==> src/rtl/evg_pkg.sv <==
package evg_pkg;
    typedef enum logic [1:0] {
        S_HEART = 2'd0,
        S_SCAN  = 2'd1,
        S_DONE  = 2'd2
    } seq_state_t;

    localparam logic [7:0] CODE_HEARTBEAT = 8'h7A;
    localparam logic [7:0] CODE_NULL      = 8'h00;
endpackage

==> src/rtl/evg_rate_divider.sv <==
module evg_rate_divider #(
    parameter int DIV_W = 24
) (
    input  logic             clk,
    input  logic             rst_n,
    input  logic [DIV_W-1:0] div_value,
    output logic [DIV_W-1:0] cnt,
    output logic [DIV_W-1:0] period,
    output logic             wrap
);
    logic [DIV_W-1:0] cnt_q;
    logic [DIV_W-1:0] period_q;
    logic [DIV_W:0]   cnt_inc;

    assign cnt_inc = {1'b0, cnt_q} + {{DIV_W{1'b0}}, 1'b1};
    // boundary when the next count would reach the period (period 0 wraps every clock)
    assign wrap    = cnt_inc >= {1'b0, period_q};

    always_ff @(posedge clk) begin
        if (!rst_n) begin
            cnt_q    <= '0;
            period_q <= div_value;
        end else if (wrap) begin
            cnt_q    <= '0;
            period_q <= div_value;
        end else begin
            cnt_q    <= cnt_inc[DIV_W-1:0];
        end
    end

    assign cnt    = cnt_q;
    assign period = period_q;
endmodule

==> src/rtl/evg_sequencer.sv <==
module evg_sequencer
    import evg_pkg::*;
#(
    parameter int CODE_W = 8,
    parameter int OFS_W  = 24,
    parameter int DEPTH  = 16,
    parameter int DIV_W  = 24
) (
    input  logic                      clk,
    input  logic                      rst_n,
    input  logic [DIV_W-1:0]          cnt,
    input  logic                      wrap,
    input  logic [$clog2(DEPTH+1)-1:0] seq_count,
    input  logic [DEPTH*CODE_W-1:0]   seq_codes,
    input  logic [DEPTH*OFS_W-1:0]    seq_offsets,
    output logic [CODE_W-1:0]         slot_code,
    output logic                      slot_start
);
    localparam int IDX_W = (DEPTH > 1) ? $clog2(DEPTH) : 1;
    localparam int CNT_W = $clog2(DEPTH+1);
    localparam int CMP_W = (DIV_W > OFS_W) ? DIV_W : OFS_W;

    logic [CODE_W-1:0] code_a [DEPTH];
    logic [OFS_W-1:0]  offs_a [DEPTH];

    genvar g;
    generate
        for (g = 0; g < DEPTH; g++) begin : g_unpack
            assign code_a[g] = seq_codes[g*CODE_W +: CODE_W];
            assign offs_a[g] = seq_offsets[g*OFS_W +: OFS_W];
        end
    endgenerate

    seq_state_t       state_q, state_d;
    logic [IDX_W-1:0] idx_q, idx_d;
    logic [CNT_W-1:0] count_eff;
    logic             due;
    logic             last_entry;

    assign count_eff  = (seq_count > CNT_W'(DEPTH)) ? CNT_W'(DEPTH) : seq_count;
    assign due        = CMP_W'(cnt) >= CMP_W'(offs_a[idx_q]);
    assign last_entry = CNT_W'(idx_q) == (count_eff - CNT_W'(1));

    // next-state logic
    always_comb begin
        state_d = state_q;
        idx_d   = idx_q;
        unique case (state_q)
            S_HEART: begin
                idx_d   = '0;
                state_d = (count_eff == '0) ? S_DONE : S_SCAN;
            end
            S_SCAN: begin
                if (due) begin
                    idx_d = idx_q + IDX_W'(1);
                    if (last_entry) state_d = S_DONE;
                end
            end
            S_DONE: begin
                state_d = S_DONE;
            end
            default: begin
                state_d = S_HEART;
            end
        endcase
        if (wrap) begin
            state_d = S_HEART;
            idx_d   = '0;
        end
    end

    // state register
    always_ff @(posedge clk) begin
        if (!rst_n) begin
            state_q <= S_HEART;
            idx_q   <= '0;
        end else begin
            state_q <= state_d;
            idx_q   <= idx_d;
        end
    end

    // slot outputs
    always_comb begin
        slot_start = 1'b0;
        slot_code  = CODE_NULL;
        unique case (state_q)
            S_HEART: begin
                slot_start = 1'b1;
                slot_code  = CODE_HEARTBEAT;
            end
            S_SCAN: begin
                if (due) slot_code = code_a[idx_q];
            end
            S_DONE: begin
                slot_code = CODE_NULL;
            end
            default: begin
                slot_code = CODE_NULL;
            end
        endcase
    end
endmodule

==> src/rtl/evg_dbus_sampler.sv <==
module evg_dbus_sampler #(
    parameter int BUS_W = 8
) (
    input  logic             clk,
    input  logic             rst_n,
    input  logic [BUS_W-1:0] bus_in,
    output logic [BUS_W-1:0] bus_out
);
    always_ff @(posedge clk) begin
        if (!rst_n) bus_out <= '0;
        else        bus_out <= bus_in;
    end
endmodule

==> src/rtl/evg_frame_source.sv <==
module evg_frame_source #(
    parameter int CODE_W = 8,
    parameter int OFS_W  = 24,
    parameter int DEPTH  = 16,
    parameter int DIV_W  = 24,
    parameter int BUS_W  = 8
) (
    input  logic                       clk,
    input  logic                       rst_n,
    input  logic [DIV_W-1:0]           div_value,
    input  logic [$clog2(DEPTH+1)-1:0] seq_count,
    input  logic [DEPTH*CODE_W-1:0]    seq_codes,
    input  logic [DEPTH*OFS_W-1:0]     seq_offsets,
    input  logic [BUS_W-1:0]           dbus_in,
    output logic [CODE_W-1:0]          evt_code,
    output logic                       evt_valid,
    output logic                       cycle_tick,
    output logic                       half_tick,
    output logic [BUS_W-1:0]           dbus_out
);
    logic [DIV_W-1:0]  div_cnt;
    logic [DIV_W-1:0]  div_period;
    logic              div_wrap;
    logic [CODE_W-1:0] slot_code;
    logic              slot_start;
    logic              phase_q;

    evg_rate_divider #(.DIV_W(DIV_W)) u_div (
        .clk       (clk),
        .rst_n     (rst_n),
        .div_value (div_value),
        .cnt       (div_cnt),
        .period    (div_period),
        .wrap      (div_wrap)
    );

    evg_sequencer #(
        .CODE_W (CODE_W),
        .OFS_W  (OFS_W),
        .DEPTH  (DEPTH),
        .DIV_W  (DIV_W)
    ) u_seq (
        .clk         (clk),
        .rst_n       (rst_n),
        .cnt         (div_cnt),
        .wrap        (div_wrap),
        .seq_count   (seq_count),
        .seq_codes   (seq_codes),
        .seq_offsets (seq_offsets),
        .slot_code   (slot_code),
        .slot_start  (slot_start)
    );

    evg_dbus_sampler #(.BUS_W(BUS_W)) u_dbus (
        .clk     (clk),
        .rst_n   (rst_n),
        .bus_in  (dbus_in),
        .bus_out (dbus_out)
    );

    // output slot register; half-rate phase toggles on each cycle start
    always_ff @(posedge clk) begin
        if (!rst_n) begin
            evt_code   <= '0;
            evt_valid  <= 1'b0;
            cycle_tick <= 1'b0;
            half_tick  <= 1'b0;
            phase_q    <= 1'b0;
        end else begin
            evt_code   <= slot_code;
            evt_valid  <= slot_code != '0;
            cycle_tick <= slot_start;
            half_tick  <= slot_start & ~phase_q;
            if (slot_start) phase_q <= ~phase_q;
        end
    end
endmodule

==> config.mk <==
export PLATFORM = sky130hd
export DESIGN_NAME = evg_frame_source
export DESIGN_NICKNAME = d
export VERILOG_FILES = /design/src/rtl/evg_pkg.sv /design/src/rtl/evg_rate_divider.sv /design/src/rtl/evg_sequencer.sv /design/src/rtl/evg_dbus_sampler.sv /design/src/rtl/evg_frame_source.sv
export SDC_FILE = /design/constraint.sdc
export NUM_CORES = 1
export LEC_CHECK = 0
export ABC_CLOCK_PERIOD_IN_PS = 4019
export CORE_AREA = 3 3 224 226
export DETAILED_ROUTE_END_ITERATION = 7
export DIE_AREA = 0 0 227 229
export DONT_BUFFER_PORTS = 1
export PLACE_DENSITY_LB_ADDON = 0.2
export SLEW_MARGIN = 20
export SYNTH_ARGS = -nofsm -noshare
export SYNTH_HDL_FRONTEND = slang
export SYNTH_HIERARCHICAL = 1
export SYNTH_SLANG_ARGS = --single-unit
==> constraint.sdc <==
create_clock -name clk -period 4.02 [get_ports clk]
set_clock_uncertainty 0.15 [all_clocks]
set_input_delay 0.603 -clock clk [delete_from_list [all_inputs] [get_ports clk]]
set_output_delay 0.603 -clock clk [all_outputs]
set_load 0.005 [all_outputs]
# Word-level counts from Yosys, hierarchy flattened
# Cells that the tools add are included.
[classes]
addsub = 3
order_cmp = 4
n_eq_ne = 6
n_mux = 18
bitwise_logic = 4
n_reduce_logical = 7
[ops]
columns = ["cell", "count"]
rows = [
  ["$bmux W24 S4", 1],
  ["$mux W24", 4],
  ["$bmux W8 S4", 1],
  ["$add A24 B1 Y25 const B", 1],
  ["$ge A25 B24 Y1", 1],
  ["$ge A24 B24 Y1", 1],
  ["$mux W8", 3],
  ["$pmux W8 S2", 1],
  ["$pmux W4 S2", 1],
  ["$reduce_bool A8 Y1", 1],
  ["$mux W2", 3],
  ["$ne A2 B1 Y1 const B", 3],
  ["$pmux W2 S3", 1],
  ["$eq A4 B5 Y1", 1],
  ["$ge A5 B5 Y1 const B", 1],
  ["$gt A5 B5 Y1 const B", 1],
  ["$logic_not A5 Y1", 1],
  ["$mux W5", 1],
  ["$not A4 Y5", 1],
  ["$sub A5 B1 Y5 const B", 1],
  ["$add A4 B1 Y4 const B", 1],
  ["$mux W4", 1],
  ["$reduce_and A2 Y1", 2],
  ["$eq A2 B1 Y1 const B", 1],
  ["7 further kinds", 8],
]
[totals]
regBits = 74
in_bits = 551
wordCells = 52

# Depth between registers and ports, before layout
# Gate-level depths: netlist of the first run.
[logic_depth]
ltp_word = 8
ltp_mapped = 16
depth_no_buf = 15

# Cells and area by module
# The synthesis of the first run kept the hierarchy.
[modules_own_cells]
columns = ["mod", "instances", "cells_each", "area_each_um2", "seq_area_each_um2"]
rows = [
  ["evg_sequencer", 1, 368, 5049.8, 120.1],
  ["evg_rate_divider", 1, 247, 2788.9, 1201.2],
  ["evg_frame_source", 1, 28, 359.1, 240.2],
  ["evg_dbus_sampler", 1, 16, 210.2, 160.2],
]

# Least setup slack after synthesis of the first run
# Ideal clock, no wire load.
[synth_path]
kind = "register to register"
start = "register u_seq.idx_q[1]"
end = "register evt_valid"
arrival_ns = 3.580
required_time_ns = 3.745
setup_slack_ns = 0.165
stages_incl_launch_ff = 16
synth_period_minus_slack_ns = 3.855
path_cell_list = "dfxtp_1 > buf_2 > buf_2 > clkbuf_1 > mux4_2 > mux4_2 > inv_1 > ha_1 > a21oi_1 > nor2b_1 > o221a_2 > o21ai_1 > o21ai_1 > o21bai_1 > nor4_2 > a21boi_1"
[synth_via]
elab_chain_len = 8
[synth_lines]
columns = ["element", "line_no", "rtl"]
rows = [
  ["start, declared", "evg_sequencer.sv:35", "logic [IDX_W-1:0] idx_q, idx_d;"],
  ["start signal, assigned", "evg_sequencer.sv:79", "idx_q <= idx_d;"],
  ["$not A4 Y5 (not written as such) *", "evg_sequencer.sv:41, evg_sequencer.sv:93", ""],
  ["$bmux W24 S4", "evg_sequencer.sv:41", "assign due = CMP_W'(cnt) >= CMP_W'(offs_a[idx_q]);"],
  ["$mux W24 (not written as such) (2 in a row)", "evg_sequencer.sv:41", ""],
  ["$ge A24 B24 Y1", "evg_sequencer.sv:41", ""],
  ["$mux W8 *", "evg_sequencer.sv:93", "if (due) slot_code = code_a[idx_q];"],
  ["$pmux W8 S2 *", "evg_sequencer.sv:87", "unique case (state_q)"],
  ["net slot_code[1]", "evg_frame_source.sv:24", "logic [CODE_W-1:0] slot_code;"],
  ["$reduce_bool A8 Y1 *", "evg_frame_source.sv:71", "evt_valid <= slot_code != '0;"],
  ["end signal, assigned", "evg_frame_source.sv:65", "evt_valid <= 1'b0;"],
  ["end signal, assigned", "evg_frame_source.sv:71", ""],
  ["end, declared", "evg_frame_source.sv:16", "output logic evt_valid,"],
]
# Mark *: on every way through the listed nets, which the timed path passes. The rest lies on a longest branch. The select of a mux whose other input is x is not followed.
# A chain may end at the register's enable or synchronous reset.

# Worst setup path in the final report of the first run
[layout_path]
start = "register u_seq.idx_q[0]"
end = "register evt_valid"
# Same word-level chain as after synthesis.

==> results.yml, run 1 <==
synth:
  ys_seq_area_share_pct: 20.5
  ys_ff_latch: 74
  syn_nets: 1264
  yosys_warnings: 6
  netlist.top_cell.by_area: "mux4_2"
  yosys-top-cells-area: "mux4_2 43%, dfxtp_1 12%, edfxtp_1 8.6%"
  synth_enable_flop_cells: 24
  synthDistinctLibCells: 73
  avgSynthCellArea_sq_um: 12.8
  dominantRegCellSynth: "dfxtp_1"
  synth_area_sq_um: 8410
  synth_top_area_share_pct: 42.9
  ys_async_sr_fraction_pct: 0
  syn_inst: 659
critical_path:
  r2r_start: "u_seq/idx_q[0]"
  cpLargestDelayFamily: "multiplexers"
  rrSetupSlack_ns: 0.21
  cp_slowest_cell: "mux4_2"
  r2r-end: "evt_valid"
  critPathKind: "register to register"
  path_cells: "buf_12 > mux4_2 > mux4_2 > ha_1 > nand2b_1 > a211oi_2 > o221a_2 > o21ai_1 > o21ai_1 > buf_4 > o21bai_1 > nor4_2 > a21boi_1"
  critPathMaxFanout: 11
  critPathLaunchType: "register"
  cpPeakStageDelay_ns: 0.55
  r2r_cells: 13
  arrival_ns: 3.89
  cp_num_cells: 13
  crit_buf_inv: 2
  endpoint_kind: "register"
  crit_required_ns: 4.10
placement:
  io_buffer_count: 0
  dpl_cell_area_sq_um: 9380
  dp_hpwl_um: 39200
  place_ws_ns: 0.0880
  gp_congestion: 0.985
grt:
  grt_pass1_wl_um: 58400
  grt_overflow: 0
  use_met2_pct: 26.7
  gr-usage-all-layers_pct: 16.5
  grt_max_degree: 43
  antenna_found_initial: 54
  use_met3_pct: 5.73
  use_met1_pct: 20.8
  grt-busiest-layer: "met2"
  grt_pass1_vias: 6688
sta:
  setup_viol_count_final: 0
  tightestPinTransition_ns: 0.621
  finalHoldViolCount: 0
  rsz0062_at_grt: "no"
  relSlewSlack_pct: 58.5
  layout_worst_path_cycle_share_pct: 94.8
  setup_slack_ns: 0.210
  min_period_ns: 3.81
  fin_tns_setup_ns: 0
  max_freq_mhz: 262
  whs_ns: 0.189
  timing.final.max_slew_violations: 0
pwr:
  p_comb_share_pct: 21.6
  pwr-share-clk_pct: 38.0
  power_leakage_nw: 3.26
  power_density_nw_per_um2: 217
  power.total_mw: 2.14
  ir_drop_mv: 0.226
  internal_power_mw: 1.54
  p_sw_share_pct: 27.7
  power.net_switching_mw: 0.592
  power_frac_seq_pct: 40.5
min_path:
  min_to: "u_div/period[17]"
  hold-path-cell-count: 0
  hp-class: "input pin to register"
  hp-start: "div_value[17]"
floorplanning:
  row_count: 81
  initial_core_util_pct: 17.3
  die_height_um: 229
  die_w_um: 227
  die_area_sq_um: 52000
  io_pins: 570
  core_sq_um: 48500
cts:
  clockBufferDepth: 2
  path_clk_slew_ns: 0.06
  tritoncts: "yes"
  insertion_delay_ns: 0.36
  htreeDepth: 3
  cts_root_buffer: "clkbuf_16"
  cts_buffers: 9
  cts_num_sinks: 74
layout:
  syn2layout_area_growth_pct: 17.0
  finalInstanceArea_sq_um: 9840
  drive_gt1_share_pct: 41.2
  nNetsFinal: 1286
routing:
  wl_um: 44400
  routed_via_density: 4.93
  drt-initial-drc-count: 481
  ant_nets: 0
  wire_per_inst_um: 33.6
  drt_first_pass_iters: 6
  drcViolationCount: 0
  vias: 6526
run_status:
  status: "finished, final reports clean"
run:
  maxCapViolations: 0
[worst max path at each step]
stage                     slack, ns        end            from
after CTS                      0.07  evt_valid  u_seq/idx_q[0]
after global placement         0.14  evt_valid  u_seq/idx_q[0]
after detailed placement       0.09  evt_valid  u_seq/idx_q[0]
after global routing          0.003  evt_valid  u_seq/idx_q[0]
final                          0.21  evt_valid  u_seq/idx_q[0]
after floorplan                0.16  evt_valid  u_seq/idx_q[1]
[routing by layer]
| layer | wire length (um) | up-vias |
|---|---|---|
| li1 | - | 2731 |
| met1 | 17700 | 3273 |
| met4 | 1060 | 30 |
| met3 | 3970 | 89 |
| met2 | 21400 | 403 |
| met5 | 214 | - |
[cell type report]
| cell class | count | area, sq um |
|---|---|---|
| repair buffers | 57 | 563 |
| inverters | 61 | 229 |
| clock buffers | 10 | 229 |
| multi-input cells | 478 | 6200 |
| flip-flops and latches | 74 | 1740 |
| fillers | 5162 | 38700 |
| well taps | 622 | 778 |
| diodes | 16 | 40.0 |
| clock inverters | 5 | 55.1 |
[logic make-up (layout without fill, tap and decap cells)]
group,count (synthesis),in the layout,synth area share (%)
flip-flops,74,74,20.5
AND/OR/NAND/NOR,172,172,14.0
XOR/XNOR,27,27,3.08
AO/OA/AOI/OAI,63,63,5.28
buffers and inverters,107,133,6.03
other,0,16,0
multiplexers,162,162,43.1
adder cells (fa/ha/maj),54,54,8.04
[layout by cell type (no fill, tap or decap), types with 16 or more instances in the layout]
master / instances
diode_2: 16
ha_1: 54
inv_1: 55
buf_4: 48
and2_1: 18
edfxtp_1: 24
nand2_1: 37
a21oi_1: 18
mux4_2: 160
xnor2_1: 16
dfxtp_1: 44
nand3_1: 16
[cells in the mapped netlist, types with 4 or more instances]
cell type,number
clkinv_1,5
xnor2_1,17
nor2b_1,7
buf_2,18
nand4_1,12
o21ai_0,12
a21oi_1,18
nor4b_2,4
mux4_2,160
dfxtp_1,50
and2_1,18
nor2_1,11
nand3_1,16
nand2b_1,6
ha_1,54
o21bai_1,5
buf_6,10
buf_1,5
nor3_1,14
edfxtp_1,24
xor2_1,8
inv_1,55
clkbuf_1,11
nor3b_2,11
nand2_1,37
[per-stage QoR]
stage | utilization (%) | instances
2_1_floorplan | - | 659
3_3_place_gp | 19.3 | 1286
3_5_place_dp | 19.3 | 1286
4_1_cts | 19.9 | 1301
5_1_grt | 20.2 | 1317
6_report | 20.3 | 1323
[power groups by stage]
stage	Combinational, mW	Clock (mW)	Sequential (mW)
after floorplan	0.346	0	0.871
after global placement	0.457	0	0.881
after detailed placement	0.462	0	0.882
after CTS	0.463	0.856	0.865
after global routing	0.508	0.880	0.869
final	0.461	0.810	0.864
[state kept, by name, summed over array words and instances, names as in the netlist]
| signal | count |
|---|---|
| u_div/period | 24 |
| u_dbus/bus_out | 8 |
| evt_code | 8 |
| half_tick | 1 |
| phase_q | 1 |
| u_div/cnt | 24 |
| cycle_tick | 1 |
| u_seq/state_q | 2 |
| evt_valid | 1 |
| u_seq/idx_q | 4 |
[timing repair]
item                       in CTS  in global routing
setup endpoints to repair       0                 12
hold buffers                    0                  0
setup buffers                   0                  3
gates resized for setup         0                  7
Note: power is estimated with default switching activity, not from simulation.
==> run 2: changes to the inputs <==
- ABC_AREA: not set -> 1
- CORE_AREA: 3 3 224 226 -> 3 3 222 224
- DIE_AREA: 0 0 227 229 -> 0 0 225 227
==> results.yml, run 2 <==
run_status:
  status: "finished, final reports clean"
sta:
  fin_tns_setup_ns: 0
  tightestPinTransition_ns: 0.652
  max_freq_mhz: 274
  finalHoldViolCount: 0
  layout_worst_path_cycle_share_pct: 90.7
  setup_viol_count_final: 0
  timing.final.max_slew_violations: 0
  relSlewSlack_pct: 56.5
  rsz0062_at_grt: "no"
  min_period_ns: 3.65
  setup_slack_ns: 0.373
synth:
  dominantRegCellSynth: "dfxtp_1"
  synthDistinctLibCells: 41
  yosys-top-cells-area: "nand2_1 12%, dfxtp_1 11%, nor2_1 10%"
  avgSynthCellArea_sq_um: 6.07
  netlist.top_cell.by_area: "nand2_1"
  synth_common_cells: "305 x nand2_1, 256 x nor2_1, 191 x o21ai_0, 152 x inv_1, 134 x nand3_1"
  yosysMostFrequentCell: "nand2_1"
  ys_seq_area_share_pct: 18.5
  syn_inst: 1530
  synth_enable_flop_cells: 24
  synth_area_sq_um: 9290
  yosys_warnings: 6
  ys_async_sr_fraction_pct: 0
  ys_ff_latch: 74
  syn_nets: 2135
  synth_top_area_share_pct: 12.3
cts:
  cts_hold_buf: 0
  clockBufferDepth: 2
  htreeDepth: 3
  cts_root_buffer: "clkbuf_16"
  insertion_delay_ns: 0.36
  cts_buffers: 9
  tritoncts: "yes"
  path_clk_slew_ns: 0.07
  cts_num_sinks: 74
critical_path:
  rrSetupSlack_ns: 0.37
  r2r_cells: 23
  cp-startpoint: "u_seq/idx_q[1]"
  critPathLaunchType: "register"
  crit_required_ns: 4.12
  critical_path.endpoint: "evt_valid"
  critPathKind: "register to register"
  arrival_ns: 3.75
  endpoint_kind: "register"
  r2r_start: "u_seq/idx_q[1]"
  critPathMaxFanout: 53
  r2r-end: "evt_valid"
floorplanning:
  die_area_sq_um: 51100
  initial_core_util_pct: 19.5
  row_count: 80
  core_sq_um: 47500
  die_height_um: 227
  die_w_um: 225
  io_pins: 570
routing:
  wire_per_inst_um: 24.3
  drcViolationCount: 0
  ant_nets: 0
  drt_first_pass_iters: 5
  wl_um: 51500
  drt-initial-drc-count: 1014
  routed_via_density: 4.99
  vias: 10600
pwr:
  power.total_mw: 2.11
  ir_drop_mv: 0.200
  power.net_switching_mw: 0.653
  internal_power_mw: 1.46
  p_sw_share_pct: 31.0
  pwr-share-clk_pct: 39.9
  power_frac_seq_pct: 41.4
  power_leakage_nw: 4.59
  power_density_nw_per_um2: 204
  p_comb_share_pct: 18.7
grt:
  antenna_found_initial: 18
  gr-usage-all-layers_pct: 18.6
  grt_overflow: 0
  grt_pass1_wl_um: 69400
  grt_max_degree: 78
  grt_pass1_vias: 10000
placement:
  gp_congestion: 0.888
  dp_hpwl_um: 42000
  place_ws_ns: 0.0624
  io_buffer_count: 0
min_path:
  hp-class: "input pin to register"
run:
  maxCapViolations: 0
layout:
  nNetsFinal: 2088
  syn2layout_area_growth_pct: 11.4
  fillers: 5469
  drive_gt1_share_pct: 7.93
  final_cell_mix: "305 x nand2_1, 255 x nor2_1, 190 x o21ai_0"
  final_common_cell: "nand2_1"
[run 2: cell count changes after synthesis, sizes merged, moves of 13 or more]
cell / change
nor2: +269
clkbuf: +34
o22ai: +23
inv: +101
mux4: -160
o21ai: +191
o221ai: +72
o211ai: +22
xnor2: -17
nand3: +116
and2: -18
a21oi: +13
buf: +31
nand2: +273
[run 2: repair_timing]
action,in CTS,in global routing
endpoints found under the setup margin,0,13
resized for setup,0,9
setup buffers,0,2
[run 2: cell type report]
type | count | area, sq um | share of cell area (%)
Antenna cell | 12 | 30.0 | 0.290
Clock buffer | 11 | 233 | 2.25
Clock inverter | 5 | 55.1 | 0.532
Inverter | 157 | 607 | 5.87
Multi-Input combinational cell | 1188 | 6370 | 61.6
Sequential cell | 74 | 1730 | 16.8
Tap cell | 615 | 769 | 7.44
Timing Repair Buffer | 53 | 548 | 5.30
[run 2: worst min-delay path by stage]
| stage | from | end | cells past startpoint |
|---|---|---|---|
| after global placement | phase_q | half_tick | 1 |
| after detailed placement | phase_q | half_tick | 1 |
| after floorplan | phase_q | half_tick | 1 |
| final | rst_n | u_dbus/bus_out[7] | 2 |
| after global routing | div_value[11] | u_div/period[11] | 0 |
| after CTS | rst_n | u_dbus/bus_out[7] | 2 |
[run 2: per-stage QoR]
step	instances	instance area (sq um)	hold WS (ns)	util, %
global route	2113	10300	0.158	21.7
global placement	2084	9940	0.307	20.9
detailed placement	2084	9940	0.319	20.9
finish	2115	10300	0.185	21.8
floorplan	1530	9290	0.288	-
CTS	2100	10200	0.156	21.5
[run 2: logic make-up after synthesis]
logic type / after synthesis / share of synthesized area, %
buf+inv: 268 / 13.2
xor+xnor: 18 / 1.70
flops: 74 / 18.5
fa+ha+maj: 54 / 7.27
compound gates: 370 / 24.4
simple gates: 746 / 34.9
[run 2: worst max-delay path, stage by stage (launching register included)]
cell	delay (ns)
dfxtp_4	0.37
inv_6	0.21
buf_12	0.26
o21ai_0	0.17
o221ai_2	0.28
buf_4	0.16
nand3_1	0.12
nand2_1	0.11
inv_1	0.04
ha_1	0.28
nand2_1	0.06
nand2_1	0.05
nand3_1	0.06
nand2_1	0.05
nand2_1	0.06
nand2_1	0.04
nor2_1	0.18
nand2_1	0.11
nand2_2	0.23
o21ai_1	0.13
nor2_1	0.12
nand2_1	0.06
nor2_1	0.09
nor2_1	0.05
[run 2: metal layers]
metal / vias to the layer above / share of wire [%] / track usage (%)
met5: - / 0.052 / 0
met4: 4 / 2.8 / 6.15
met3: 62 / 6.4 / 3.61
met2: 454 / 49 / 32.4
met1: 4954 / 41 / 23.3
li1: 5079 / - / -
[run 2: power groups by stage]
stage | Combinational [mW] | Sequential (mW) | Clock (mW)
detailed placement | 0.400 | 0.891 | 0
CTS | 0.402 | 0.875 | 0.886
global route | 0.460 | 0.876 | 0.912
finish | 0.395 | 0.872 | 0.841
floorplan | 0.296 | 0.873 | 0
global placement | 0.397 | 0.890 | 0
==> run 3: changes to the inputs <==
- ABC_AREA: 1 -> not set
- CORE_AREA: 3 3 222 224 -> 3 3 223 225
- DIE_AREA: 0 0 225 227 -> 0 0 226 228
- SYNTH_HIERARCHICAL: 1 -> not set
==> results.yml, run 3 <==
run_status:
  status: "finished, final reports clean"
cts:
  path_clk_slew_ns: 0.07
  cts_buffers: 9
  insertion_delay_ns: 0.36
  cts_root_buffer: "clkbuf_16"
  tritoncts: "yes"
  htreeDepth: 3
  cts_num_sinks: 74
  clockBufferDepth: 2
floorplanning:
  initial_core_util_pct: 16.5
  core_sq_um: 47700
  die_height_um: 228
  die_w_um: 226
  row_count: 80
  io_pins: 570
  die_area_sq_um: 51500
critical_path:
  arrival_ns: 3.97
  critPathKind: "register to register"
  cp_slowest_cell: "mux4_2"
  cpPeakStageDelay_ns: 0.50
  critPathMaxFanout: 12
  path_cells: "buf_16 > buf_12 > mux4_2 > mux4_2 > inv_1 > ha_1 > a21oi_1 > o21ai_1 > a22oi_1 > nor4b_2 > buf_4 > a21oi_1 > or3_1 > a21oi_1"
  critPathMostFrequentCell: "a21oi_1"
  endpoint_kind: "register"
  crit_required_ns: 4.16
  critPathLaunchType: "register"
sta:
  min_period_ns: 3.83
  relSlewSlack_pct: 44.1
  finalHoldViolCount: 0
  timing.final.max_slew_violations: 0
  rsz0062_at_grt: "no"
  fin_tns_setup_ns: 0
  tightestPinTransition_ns: 0.839
  setup_viol_count_final: 0
  layout_worst_path_cycle_share_pct: 95.3
  max_freq_mhz: 261
synth:
  syn_inst: 641
  synth_compound_area_share_pct: 6.89
  synth-xor-area-share_pct: 3.19
  synth_fa_ha_area_share_pct: 8.57
  yosys_warnings: 0
  synthSimpleGateAreaFrac_pct: 10.1
  synth_area_sq_um: 7880
  synth_enable_flop_cells: 24
  ys_ff_latch: 74
  synth_top_family_by_area: "multiplexers"
  ys_seq_area_share_pct: 21.8
  syn_nets: 1246
  avgSynthCellArea_sq_um: 12.3
  synth_top_area_share_pct: 41.2
  dominantRegCellSynth: "dfxtp_1"
  synthDistinctLibCells: 50
  synth_common_cells: "144 x mux4_2, 57 x inv_1, 54 x ha_1, 50 x dfxtp_1, 28 x nor2b_1"
  netlist.top_cell.by_area: "mux4_2"
  yosys-top-cells-area: "mux4_2 41%, dfxtp_1 13%, edfxtp_1 9.1%"
  muxShareOfSynthArea_pct: 43.8
  yosysMostFrequentCell: "mux4_2"
  ys_async_sr_fraction_pct: 0
grt:
  grt_max_degree: 49
  grt_pass1_wl_um: 58500
  gr-usage-all-layers_pct: 16.9
  use_met3_pct: 5.62
  use_met1_pct: 22.9
  grt_overflow: 0
  grt-busiest-layer: "met2"
  grt_pass1_vias: 6472
  antenna_found_initial: 64
  use_met2_pct: 25.9
layout:
  nNetsFinal: 1265
  syn2layout_area_growth_pct: 20.4
  final_common_cell: "mux4_2"
  drive_gt1_share_pct: 35.0
  final_cell_mix: "144 x mux4_2, 56 x inv_1, 54 x ha_1"
pwr:
  power.total_mw: 2.28
  ir_drop_mv: 0.171
  power_leakage_nw: 3.27
  power_density_nw_per_um2: 240
placement:
  dp_hpwl_um: 39800
  io_buffer_count: 0
  gp_congestion: 0.992
min_path:
  hp-class: "input pin to register"
routing:
  vias: 6410
  wire_per_inst_um: 35.0
  ant_nets: 0
  drt-initial-drc-count: 452
  drcViolationCount: 0
  drt_first_pass_iters: 5
  wl_um: 45300
  routed_via_density: 4.95
run:
  maxCapViolations: 0
-- run 3: through the flow --
step	hold slack (ns)	util (%)	cell area [sq um]	std cells	setup WS, ns
finish	0.189	19.9	9490	1294	0.188
global route	0.168	19.8	9470	1286	0.00114
CTS	0.165	19.4	9270	1274	0.00298
detailed placement	0.296	18.6	8900	1258	-0.113
global placement	0.302	18.6	8900	1258	-0.0376
floorplan	0.262	-	7890	641	0.0774
-- run 3: layout make-up --
cell class | count | area (sq um)
Antenna cell | 14 | 35.0
Clock buffer | 11 | 275
Clock inverter | 5 | 88.8
Fill cell | 5073 | 38300
Inverter | 57 | 214
Multi-Input combinational cell | 467 | 5810
Sequential cell | 74 | 1730
Tap cell | 615 | 769
Timing Repair Buffer | 51 | 567
-- run 3: worst max-delay path: cells and delay by family, from the launching register on --
| family | cells | cell delay [ns] |
|---|---|---|
| muxes | 2 | 1.00 |
| AOI/OAI and AO/OA | 5 | 0.69 |
| buffers and inverters | 4 | 0.64 |
| DFF | 1 | 0.49 |
| and+or+nand+nor | 2 | 0.52 |
| adders and majority gates | 1 | 0.25 |
-- run 3: final timing paths --
| path | cells past startpoint | startpoint | slack (ns) | end |
|---|---|---|---|---|
| worst min register to register | 1 | phase_q | 0.31 | half_tick |
| worst max register to register | 14 | u_seq.idx_q[0] | 0.19 | u_seq.state_q[0] |
| worst min-delay path | 0 | div_value[4] | 0.19 | u_div.period[4] |
| worst max-delay path | 14 | u_seq.idx_q[0] | 0.19 | u_seq.state_q[0] |
-- run 3: per-layer routing --
metal,share of wire (%),vias up
met2,46,434
met5,0.32,-
li1,-,2641
met4,2.3,24
met3,8.7,99
met1,43,3212
-- run 3: cell families after synthesis --
kind of cell | after synthesis
compound gates | 85
xor+xnor | 27
fa+ha+maj | 54
buf+inv | 100
flops | 74
mux | 152
simple gates | 149
-- run 3: what timing repair did --
action	CTS	global route
gates resized for setup	2	19
endpoints found under the setup margin	8	48
cloned	0	3
pin swaps	0	4
setup buffers	0	3
hold buffers	0	0
-- run 3: power breakdown --
group          switching (mW)  internal [mW]  leakage [nW]
sequential             0.0441          0.835         0.647
clock                   0.365          0.627         0.179
combinational           0.200          0.209          2.44
